File: config.mk
export PLATFORM = sky130hd
export DESIGN_NAME = cbt_bit_timer
export DESIGN_NICKNAME = d
export VERILOG_FILES = /design/src/rtl/cbt_pkg.sv /design/src/rtl/cbt_cfg_regs.sv /design/src/rtl/cbt_prescaler.sv /design/src/rtl/cbt_seg_sequencer.sv /design/src/rtl/cbt_bit_timer.sv
export SDC_FILE = /design/constraint.sdc
export NUM_CORES = 1
export LEC_CHECK = 0
export BUFFER_PORTS_ARGS = -buffer_cell sky130_fd_sc_hd__buf_2
export CORE_MARGIN = 2
export CORE_UTILIZATION = 40
export CTS_CLUSTER_DIAMETER = 40
export DETAILED_ROUTE_END_ITERATION = 16
export HOLD_SLACK_MARGIN = 0.03
export SETUP_SLACK_MARGIN = 0.5
export SLEW_MARGIN = 5
export SYNTH_ARGS = -nofsm -noshare
export SYNTH_HDL_FRONTEND = slang
export SYNTH_SLANG_ARGS = --single-unit
File: constraint.sdc
create_clock -name clk -period 6.85 [get_ports clk]
set_input_delay 1.37 -clock clk [delete_from_list [all_inputs] [get_ports clk]]
set_output_delay 1.37 -clock clk [all_outputs]
set_load 0.005 [all_outputs]
File: src/rtl/cbt_pkg.sv
package cbt_pkg;
    localparam int BRP_W   = 6;
    localparam int SJW_W   = 2;
    localparam int SEG_W   = 3;
    localparam int SEL_W   = 2;
    localparam int DATA_W  = BRP_W + SJW_W;
    localparam int LEN_W   = SEG_W + 2;
    localparam int EXT_W   = SJW_W + 1;
    localparam int CNT_W   = BRP_W + 1;
    localparam int IPT_TQ  = 2;

    typedef enum logic [1:0] {
        SEG_SYNC = 2'd0,
        SEG_PROP = 2'd1,
        SEG_PH1  = 2'd2,
        SEG_PH2  = 2'd3
    } seg_e;

    typedef struct packed {
        logic [BRP_W-1:0] brp;
        logic [SJW_W-1:0] sjw;
        logic [SEG_W-1:0] prop;
        logic [SEG_W-1:0] ph1;
        logic [SEG_W-1:0] ph2;
        logic             triple;
        logic             ph2_explicit;
    } cbt_cfg_t;

    typedef struct packed {
        seg_e             seg;
        logic [LEN_W-1:0] qcnt;
        logic [EXT_W-1:0] ext;
        logic [EXT_W-1:0] shr;
        logic             resynced;
        logic             rx_last;
        logic             sa;
        logic             sb;
        logic             mid_dly;
        logic             sample;
        logic             bit_start;
        logic             rx_bit;
    } seq_st_t;
endpackage

File: src/rtl/cbt_cfg_regs.sv
module cbt_cfg_regs
    import cbt_pkg::*;
(
    input  logic              clk,
    input  logic              rst_n,
    input  logic              cfg_mode,
    input  logic              cfg_wr,
    input  logic [SEL_W-1:0]  cfg_sel,
    input  logic [DATA_W-1:0] cfg_wdata,
    output cbt_cfg_t          cfg
);
    cbt_cfg_t cfg_d, cfg_q;

    always_comb begin
        cfg_d = cfg_q;
        if (cfg_mode && cfg_wr) begin
            case (cfg_sel)
                2'd0: begin
                    cfg_d.brp = cfg_wdata[BRP_W-1:0];
                    cfg_d.sjw = cfg_wdata[BRP_W +: SJW_W];
                end
                2'd1: begin
                    cfg_d.prop         = cfg_wdata[0 +: SEG_W];
                    cfg_d.ph1          = cfg_wdata[SEG_W +: SEG_W];
                    cfg_d.triple       = cfg_wdata[2*SEG_W];
                    cfg_d.ph2_explicit = cfg_wdata[2*SEG_W+1];
                end
                2'd2: cfg_d.ph2 = cfg_wdata[0 +: SEG_W];
                default: ;
            endcase
        end
    end

    always_ff @(posedge clk or negedge rst_n) begin
        if (!rst_n) cfg_q <= '0;
        else        cfg_q <= cfg_d;
    end

    assign cfg = cfg_q;

    // outside configuration mode the settings never move
    p_cfg_locked_r7: assert property (@(posedge clk) disable iff (!rst_n)
        !cfg_mode |=> $stable(cfg_q));
endmodule

File: src/rtl/cbt_prescaler.sv
module cbt_prescaler
    import cbt_pkg::*;
(
    input  logic             clk,
    input  logic             rst_n,
    input  logic             run,
    input  logic [BRP_W-1:0] brp,
    output logic             tq_end,
    output logic             tq_mid
);
    logic [CNT_W-1:0] cnt_d, cnt_q;
    logic [CNT_W-1:0] last_c;

    always_comb begin
        last_c = {brp, 1'b1};
        tq_end = run && (cnt_q == last_c);
        tq_mid = run && (cnt_q == {1'b0, brp});
        if (!run || tq_end) cnt_d = '0;
        else                cnt_d = cnt_q + CNT_W'(1);
    end

    always_ff @(posedge clk or negedge rst_n) begin
        if (!rst_n) cnt_q <= '0;
        else        cnt_q <= cnt_d;
    end

    // a quantum always spans at least two cycles
    p_tq_gap_r1: assert property (@(posedge clk) disable iff (!rst_n)
        tq_end |=> !tq_end);
    p_cnt_range_r1: assert property (@(posedge clk) disable iff (!rst_n)
        run |-> (cnt_q <= last_c));
endmodule

File: src/rtl/cbt_seg_sequencer.sv
module cbt_seg_sequencer
    import cbt_pkg::*;
(
    input  logic             clk,
    input  logic             rst_n,
    input  logic             run,
    input  logic             tq_end,
    input  logic             tq_mid,
    input  logic             rx_in,
    input  logic [SJW_W-1:0] sjw,
    input  logic [SEG_W-1:0] prop,
    input  logic [SEG_W-1:0] ph1,
    input  logic [SEG_W-1:0] ph2,
    input  logic             triple,
    input  logic             ph2_explicit,
    output logic             sample_stb,
    output logic             rx_bit,
    output logic             bit_start
);
    seq_st_t st_d, st_q;

    logic [LEN_W-1:0] len_prop, len_ph1, len_ph2, qnext;
    logic [EXT_W-1:0] sjw_len, clamp_c, ext_eff, shr_eff;
    logic [LEN_W-1:0] err_c;
    logic             edge_c, ph1_end, ph2_end, sb_now, vote_c;

    function automatic logic [EXT_W-1:0] clamp_err(input logic [LEN_W-1:0] err,
                                                   input logic [EXT_W-1:0] lim);
        if (err < LEN_W'(lim)) return EXT_W'(err);
        return lim;
    endfunction

    always_comb begin
        len_prop = LEN_W'(prop) + LEN_W'(1);
        len_ph1  = LEN_W'(ph1) + LEN_W'(1);
        if (ph2_explicit)              len_ph2 = LEN_W'(ph2) + LEN_W'(1);
        else if (len_ph1 > LEN_W'(IPT_TQ)) len_ph2 = len_ph1;
        else                           len_ph2 = LEN_W'(IPT_TQ);
        sjw_len = EXT_W'(sjw) + EXT_W'(1);
        qnext   = st_q.qcnt + LEN_W'(1);

        edge_c = run && st_q.rx_last && !rx_in && !st_q.resynced
                 && (st_q.seg != SEG_SYNC);
        case (st_q.seg)
            SEG_PROP: err_c = qnext;
            SEG_PH1:  err_c = len_prop + qnext;
            SEG_PH2:  err_c = len_ph2 - qnext;
            default:  err_c = '0;
        endcase
        clamp_c = clamp_err(err_c, sjw_len);

        ext_eff = (edge_c && st_q.seg != SEG_PH2) ? clamp_c : st_q.ext;
        shr_eff = (edge_c && st_q.seg == SEG_PH2) ? clamp_c : st_q.shr;
        ph1_end = qnext >= (len_ph1 + LEN_W'(ext_eff));
        ph2_end = qnext >= (len_ph2 - LEN_W'(shr_eff));

        sb_now = st_q.mid_dly ? rx_in : st_q.sb;
        vote_c = triple ? ((st_q.sa & sb_now) | (st_q.sa & rx_in) | (sb_now & rx_in))
                        : rx_in;

        st_d           = st_q;
        st_d.sample    = 1'b0;
        st_d.bit_start = 1'b0;
        st_d.rx_last   = rx_in;
        st_d.mid_dly   = tq_mid;

        if (!run) begin
            st_d.seg      = SEG_SYNC;
            st_d.qcnt     = '0;
            st_d.ext      = '0;
            st_d.shr      = '0;
            st_d.resynced = 1'b0;
            st_d.mid_dly  = 1'b0;
        end else begin
            if (edge_c) begin
                st_d.resynced = 1'b1;
                if (st_q.seg == SEG_PH2) st_d.shr = clamp_c;
                else                     st_d.ext = clamp_c;
            end
            if (st_q.seg == SEG_PH1) begin
                if (tq_mid)       st_d.sa = rx_in;
                if (st_q.mid_dly) st_d.sb = rx_in;
            end
            if (tq_end) begin
                case (st_q.seg)
                    SEG_SYNC: begin
                        st_d.seg  = SEG_PROP;
                        st_d.qcnt = '0;
                    end
                    SEG_PROP: begin
                        if (qnext >= len_prop) begin
                            st_d.seg  = SEG_PH1;
                            st_d.qcnt = '0;
                        end else st_d.qcnt = qnext;
                    end
                    SEG_PH1: begin
                        if (ph1_end) begin
                            st_d.seg    = SEG_PH2;
                            st_d.qcnt   = '0;
                            st_d.sample = 1'b1;
                            st_d.rx_bit = vote_c;
                        end else st_d.qcnt = qnext;
                    end
                    default: begin
                        if (ph2_end) begin
                            st_d.seg       = SEG_SYNC;
                            st_d.qcnt      = '0;
                            st_d.ext       = '0;
                            st_d.shr       = '0;
                            st_d.resynced  = 1'b0;
                            st_d.bit_start = 1'b1;
                        end else st_d.qcnt = qnext;
                    end
                endcase
            end
        end
    end

    always_ff @(posedge clk or negedge rst_n) begin
        if (!rst_n) begin
            st_q         <= '0;
            st_q.rx_last <= 1'b1;
        end else begin
            st_q <= st_d;
        end
    end

    assign sample_stb = st_q.sample;
    assign rx_bit     = st_q.rx_bit;
    assign bit_start  = st_q.bit_start;

    // a bit boundary strobe only marks the opening cycle of sync
    p_start_in_sync_r2: assert property (@(posedge clk) disable iff (!rst_n)
        bit_start |-> (st_q.seg == SEG_SYNC && st_q.qcnt == '0));
    // the sample strobe marks the move from phase 1 into phase 2
    p_sample_at_ph1_end_r3: assert property (@(posedge clk) disable iff (!rst_n)
        sample_stb |-> (st_q.seg == SEG_PH2 && $past(st_q.seg) == SEG_PH1));
    p_strobes_apart_r3: assert property (@(posedge clk) disable iff (!rst_n)
        !(sample_stb && bit_start));
    // legal programming is an input assumption
    p_cfg_legal_r6: assert property (@(posedge clk) disable iff (!rst_n)
        run |-> ((len_prop + len_ph1 >= len_ph2) && (len_ph2 >= LEN_W'(sjw_len))));
    // idle while configuring
    p_idle_in_cfg_r8: assert property (@(posedge clk) disable iff (!rst_n)
        !run |=> (!sample_stb && !bit_start));
    // corrections never exceed the jump width
    p_ext_bound_r9: assert property (@(posedge clk) disable iff (!rst_n)
        st_q.ext <= sjw_len);
    p_shr_bound_r10: assert property (@(posedge clk) disable iff (!rst_n)
        st_q.shr <= sjw_len);
    // once a bit has been corrected, further edges change nothing
    p_single_resync_r11: assert property (@(posedge clk) disable iff (!rst_n)
        (run && st_q.resynced && !(tq_end && st_q.seg == SEG_PH2))
        |=> ($stable(st_q.ext) && $stable(st_q.shr)));
endmodule

File: src/rtl/cbt_bit_timer.sv
module cbt_bit_timer
    import cbt_pkg::*;
(
    input  logic              clk,
    input  logic              rst_n,
    input  logic              cfg_mode,
    input  logic              cfg_wr,
    input  logic [SEL_W-1:0]  cfg_sel,
    input  logic [DATA_W-1:0] cfg_wdata,
    input  logic              rx_in,
    output logic              sample_stb,
    output logic              rx_bit,
    output logic              bit_start
);
    cbt_cfg_t cfg;
    logic     run, tq_end, tq_mid;

    assign run = !cfg_mode;

    cbt_cfg_regs u_regs (
        .clk(clk), .rst_n(rst_n), .cfg_mode(cfg_mode), .cfg_wr(cfg_wr),
        .cfg_sel(cfg_sel), .cfg_wdata(cfg_wdata), .cfg(cfg)
    );

    cbt_prescaler u_presc (
        .clk(clk), .rst_n(rst_n), .run(run), .brp(cfg.brp),
        .tq_end(tq_end), .tq_mid(tq_mid)
    );

    cbt_seg_sequencer u_seq (
        .clk(clk), .rst_n(rst_n), .run(run), .tq_end(tq_end), .tq_mid(tq_mid),
        .rx_in(rx_in), .sjw(cfg.sjw), .prop(cfg.prop), .ph1(cfg.ph1),
        .ph2(cfg.ph2), .triple(cfg.triple), .ph2_explicit(cfg.ph2_explicit),
        .sample_stb(sample_stb), .rx_bit(rx_bit), .bit_start(bit_start)
    );
endmodule

==> impl_metrics.json, run 1 <==
{
  "status": "completed",
  "slew_viol_final": 0,
  "wl_met3_um": 270,
  "worstPathArrival_ps": 6160,
  "port_buffers": 17,
  "syn_avg_cell_area_um2": 9.715,
  "critPathBufInv": 0,
  "dieArea_mm2": 0.009305,
  "synth-seq-area-share_pct": 34.43,
  "rsz0062_at_grt": "no",
  "insertion_delay_ps": 310,
  "regArea_mm2": 0.001179,
  "fin_crit_ps": 5931,
  "cts_max_level": 2,
  "drive_gt1_share_pct": 18.50,
  "detail_route.first_pass.iterations": 4,
  "skew_ps": 3.822,
  "nFillCells": 801,
  "grt_usage_pct": 18.01,
  "synth-async-reset-ratio_pct": 100.0,
  "multi_input_area_mm2": 0.002160,
  "path_class": "reg2reg",
  "setup_viol": 0,
  "grt-ovfl-total": 0,
  "cp-end-kind": "register",
  "ys_ff_latch": 47,
  "diodes": 0,
  "postCtsHoldBufs": 0,
  "leakage_nw": 1.779,
  "hp-class": "reg2reg",
  "ir_drop_mv": 0.1152,
  "syn_area_mm2": 0.003420,
  "cp_slowest_stage_delay_ps": 430,
  "final_common_cell": "dfrtp_1",
  "area.growth.synth_to_final_pct": 11.27,
  "nNetsFinal": 431,
  "antenna_found_initial": 0,
  "layout_common_cells": "dfrtp_1 (45), ha_1 (39), nor2_1 (35)",
  "max_slew_margin_pct": 14.76,
  "p_total_mw": 0.8695,
  "start_util_pct": 41.41,
  "cts_tree": "built",
  "timing.final.hold_violations": 0,
  "grt_pass1_vias": 2550,
  "num_vias": 2568,
  "path_delay_family": "compound AO/OA/AOI/OAI gates",
  "max-cap-violations": 0,
  "root_buffer": "clkbuf_8",
  "synth_edf_count": 0,
  "routed.top_layer": "met4",
  "fmax_mhz": 168.6,
  "rows": 33,
  "critical_path.slowest_cell": "dfrtp_1",
  "setup_tns_ps": 0,
  "ant_nets": 0,
  "start_kind": "register",
  "cts_buffers": 5,
  "placeableCoreArea_mm2": 0.008258,
  "finalWeightedCongestion": 0.8530,
  "die_h_um": 96.46,
  "power_density_mw_per_mm2": 228.5,
  "cts.sinks": 47,
  "dominantRegCellSynth": "dfrtp_1",
  "synth_cell_types": 52,
  "clk_pin_slew_ps": 100,
  "grt_first_pass_wirelength_um": 12760,
  "syn-instance-count": 352,
  "wl_per_cell_um": 15.91,
  "die_x_um": 96.46,
  "worstPathMaxFanout": 7,
  "drt-total-wl_um": 7607,
  "finalCritPeriodShare_pct": 86.59,
  "synth_fp_nets": 411,
  "dr.first_iter.drc_count": 82,
  "drc_errors": 0,
  "grt_max_degree": 48,
  "io_pins": 18,
  "tightest_slew_ps": 1269,
  "dr_wl_met2_um": 3512,
  "cts.path.max_buffers": 2,
  "vias_per_cell": 5.372,
  "yosys_warnings": 0,
  "dp_hpwl_um": 5821,
  "drt-met1-wl_um": 3708,
  "cp_cell_sequence": "ha_1 -> and3b_1 -> nor3_2 -> nor2_2 -> ha_1 -> and3_1 -> nor4_1 -> mux2_2 -> o32ai_2 -> a21oi_1 -> o21ai_2 -> mux2i_2 -> a21o_1 -> ha_1 -> a21o_1 -> maj3_1 -> xor2_1 -> ha_1 -> a21o_1 -> a21o_1 -> and3_1 -> or2_2 -> a211oi_1",
  "crit_required_ps": 7080
}
## path summary, 6_finish.rpt
check | from | depth (start not counted) | endpoint | slack (ps)
setup / recovery | u_regs.cfg[5]$_DFFE_PN0P_ | 23 | u_seq.st_q[8]$_DFF_PN0_ | 920
hold / removal | u_seq.st_q[4]$_DFFE_PN0P_ | 1 | u_seq.st_q[4]$_DFFE_PN0P_ | 520
setup reg to reg | u_regs.cfg[5]$_DFFE_PN0P_ | 23 | u_seq.st_q[8]$_DFF_PN0_ | 920
hold reg to reg | u_seq.st_q[4]$_DFFE_PN0P_ | 1 | u_seq.st_q[4]$_DFFE_PN0P_ | 520
max in group asynchronous | rst_n | 1 | u_seq.st_q[14]$_DFFE_PN0N_ | 4900
min in group asynchronous | rst_n | 1 | u_presc.cnt_q[6]$_DFF_PN0_ | 1240
## logic make-up (layout without fill, tap and decap cells)
logic type,count (synthesis),count (layout),synth area share (%)
flops,47,47,34.43
fa+ha+maj,46,46,17.56
compound gates,67,67,13.47
buf+inv,35,56,3.842
mux,24,24,7.794
simple gates,101,101,14.49
xor+xnor,32,32,8.416
## per-layer routing
| layer | up-vias | GRT usage, % |
|---|---|---|
| met5 | - | 0 |
| met4 | 0 | 5.516 |
| met3 | 9 | 3.336 |
| met2 | 39 | 28.59 |
| met1 | 1239 | 24.98 |
| li1 | 1281 | - |
## power breakdown
part           internal [mW]  switching [mW]
combinational          0.148           0.169
sequential             0.305          0.0313
clock                  0.110           0.107
## area by class of cell
type | instances | share of cell area (%)
Inverter | 26 | 2.565
Tap cell | 105 | 3.453
Clock inverter | 3 | 1.217
Timing Repair Buffer | 22 | 3.223
Multi-Input combinational cell | 270 | 56.76
Sequential cell | 47 | 30.98
Clock buffer | 5 | 1.809
## registers in the layout, summed over array words and instances, names as in the netlist
signal	count
u_presc.cnt_q	7
u_regs.cfg	19
u_seq.bit_start	1
u_seq.rx_bit	1
u_seq.sample_stb	1
u_seq.st_q	18
## per-stage QoR
stage / hold WS, ps / std cells / worst slack [ps] / util (%) / area, µm²
2_1_floorplan: 470.4 / 352 / 1151 / - / 3420
3_3_place_gp: 489.7 / 468 / 530.8 / 43.89 / 3625
3_5_place_dp: 503.0 / 468 / 563.9 / 43.89 / 3625
4_1_cts: 521.7 / 476 / 501.8 / 45.29 / 3740
5_1_grt: 547.4 / 478 / 485.4 / 46.08 / 3805
6_report: 519.4 / 478 / 918.9 / 46.08 / 3805
## Yosys cell counts (all sizes together) (10+ instances only)
cell type / count / area, µm²
xor2: 20 / 182.7
dfrtp: 46 / 1151
inv: 26 / 97.59
o21ai: 18 / 90.08
nand2: 19 / 71.32
a21oi: 13 / 65.06
xnor2: 12 / 105.1
a21o: 13 / 97.59
nor2: 36 / 135.1
ha: 40 / 500.5
nand3: 10 / 50.05
mux2: 21 / 236.5
## repair_timing
action                                  CTS  global route
setup buffers                             0             2
endpoints found under the setup margin    0            14
gates resized for setup                   0            12
(Power assumes the default switching activity.)
==> inputs of run 2 (changes only) <==
CORE_UTILIZATION = 52   (was 40)
PLACE_DENSITY = 0.69   (was default)
==> run 2 against run 1 <==
Against the previous run:
- cell count down 5.6%
- utilization up 13 points
- clock skew up 2.9 ps
- non-clock buffer count up 1
- global-route usage up 4.3 points
- setup slack worse by 62 ps
- maximum frequency down 1.0%
- count of clock-buffer cells in the layout unchanged
- critical path depth up 3
- hold slack worse by 1.8 ps
- sequential power about the same
- die area down 22%
==> impl_metrics.json, run 2 (same netlist as run 1, synthesis figures left out) <==
{
  "status": "completed",
  "rsz0062_at_grt": "no",
  "insertion_delay_ps": 310,
  "die_x_um": 85.09,
  "p_total_mw": 0.8713,
  "start_util_pct": 53.85,
  "start_kind": "register",
  "grt_first_pass_wirelength_um": 12850,
  "worstPathMaxFanout": 6,
  "internal_power_mw": 0.5626,
  "cts.sinks": 47,
  "final_common_cell": "dfrtp_1",
  "tightest_slew_ps": 1029,
  "finalWeightedCongestion": 0.8253,
  "p_clk_share_pct": 24.9,
  "cts_tree": "built",
  "crit_required_ps": 7110,
  "wl_per_cell_um": 16.64,
  "largest_reg_flops": 19,
  "dieArea_mm2": 0.007240,
  "port_buffers": 17,
  "fin_util_pct": 59.51,
  "skew_ps": 6.690,
  "grt-ovfl-total": 0,
  "setup_viol": 0,
  "dr_wl_met2_um": 3476,
  "max-cap-violations": 0,
  "cts.path.max_buffers": 2,
  "fin_crit_ps": 5993,
  "num_vias": 2586,
  "p_sw_share_pct": 35.42,
  "antenna_found_initial": 0,
  "rows": 29,
  "grt_usage_pct": 22.34,
  "ant_nets": 0,
  "finalCritPeriodShare_pct": 87.48,
  "cts_max_level": 2,
  "drive_gt1_share_pct": 18.98,
  "fmax_mhz": 166.9,
  "max_slew_margin_pct": 31.37,
  "p_sw_mw": 0.3087,
  "slew_viol_final": 0,
  "grt_max_degree": 48,
  "cp-end-kind": "register",
  "combPwrFrac_pct": 36.5,
  "wl_met3_um": 314,
  "pwr-share-seq_pct": 38.7,
  "ir_drop_mv": 0.1367,
  "layout_common_cells": "dfrtp_1 (45), ha_1 (39), nor2_1 (35)",
  "nNetsFinal": 432,
  "clk_pin_slew_ps": 100,
  "diodes": 0,
  "placeableCoreArea_mm2": 0.006350,
  "power_density_mw_per_mm2": 230.6,
  "area.growth.synth_to_final_pct": 10.50,
  "die_h_um": 85.09,
  "io_pins": 18,
  "vias_per_cell": 5.734,
  "drt-met1-wl_um": 3555,
  "leakage_nw": 1.784,
  "detail_route.first_pass.iterations": 5,
  "timing.final.hold_violations": 0,
  "worstPathArrival_ps": 6250,
  "grt_pass1_vias": 2637,
  "path_class": "reg2reg",
  "drc_errors": 0,
  "dr.first_iter.drc_count": 214,
  "hp-class": "reg2reg",
  "drt-total-wl_um": 7503,
  "setup_tns_ps": 0,
  "routed.top_layer": "met4",
  "dp_hpwl_um": 5651,
  "cts_buffers": 5,
  "root_buffer": "clkbuf_8"
}
==> run 2: cell count changes in the layout (fill, tap and decap cells not counted) <==
cell	change
a21oi_2	+1
a21oi_1	-1
nor3b_2	+1
buf_4	+1
a32oi_2	-1
nor3b_1	-1
a32oi_1	+1
==> run 2: cell type report <==
| class | instances | area (µm²) |
|---|---|---|
| tap | 77 | 96.34 |
| multi-input combinational | 270 | 2161 |
| inverter | 26 | 97.59 |
| fill | 531 | 2571 |
| sequential | 47 | 1179 |
| clock inverter | 3 | 46.29 |
| timing repair buffer | 23 | 130.1 |
| clock buffer | 5 | 68.82 |
==> run 2: metal layers <==
layer	GRT usage [%]	up-vias
li1	-	1273
met1	30.26	1230
met2	37.00	67
met3	4.086	16
met4	5.916	0
met5	0	-
==> run 2: timing repair <==
| item | CTS | global route |
|---|---|---|
| pin swaps | 0 | 2 |
| buffers inserted | 0 | 2 |
| resized for setup | 2 | 11 |
| hold buffers | 0 | 0 |
| endpoints found under the setup margin | 5 | 15 |
==> run 2: power by group through the flow <==
stage	clock, mW	sequential (mW)	combinational, mW
floorplan	0	0.331	0.232
global placement	0	0.340	0.287
detailed placement	0	0.342	0.297
CTS	0.219	0.337	0.300
global route	0.229	0.343	0.361
finish	0.217	0.337	0.318
==> run 2: per-stage QoR <==
stage               worst slack, ps  cell area, µm²  instances  hold WS (ps)
CTS                           587.9            3724        449         523.3
global route                  493.0            3779        451         560.6
detailed placement            484.4            3597        441         500.5
global placement              670.2            3597        441         486.0
finish                        857.4            3779        451         517.6
floorplan                      1151            3420        352         470.4
==> run 2: worst paths after layout <==
path / startpoint / slack [ps] / endpoint / cells past startpoint
min: u_seq.st_q[18]$_DFFE_PN0N_ / 520 / u_seq.st_q[18]$_DFFE_PN0N_ / 2
max: u_regs.cfg[5]$_DFFE_PN0P_ / 860 / u_seq.st_q[16]$_DFFE_PN0N_ / 26
min reg2reg: u_seq.st_q[18]$_DFFE_PN0N_ / 520 / u_seq.st_q[18]$_DFFE_PN0N_ / 2
max reg2reg: u_regs.cfg[5]$_DFFE_PN0P_ / 860 / u_seq.st_q[16]$_DFFE_PN0N_ / 26
max in group asynchronous: rst_n / 4920 / u_seq.st_q[14]$_DFFE_PN0N_ / 1
min in group asynchronous: rst_n / 1230 / u_regs.cfg[0]$_DFFE_PN0P_ / 1
==> run 2: critical path: stages (launching register included) <==
cell,delay (ps)
dfrtp_1,430
ha_1,250
and3b_1,180
nor3_2,260
nor2_2,140
ha_1,340
xor2_1,150
a222oi_1,450
nor2_1,120
ha_1,330
o2bb2ai_2,200
o21ai_2,100
a32oi_1,180
buf_4,150
a21oi_1,90
ha_1,240
inv_1,80
fa_1,430
ha_1,300
a21o_1,160
a21o_1,170
a21o_1,180
a21oi_2,260
a22o_1,210
o211ai_1,170
o21ai_0,230
a21o_1,130
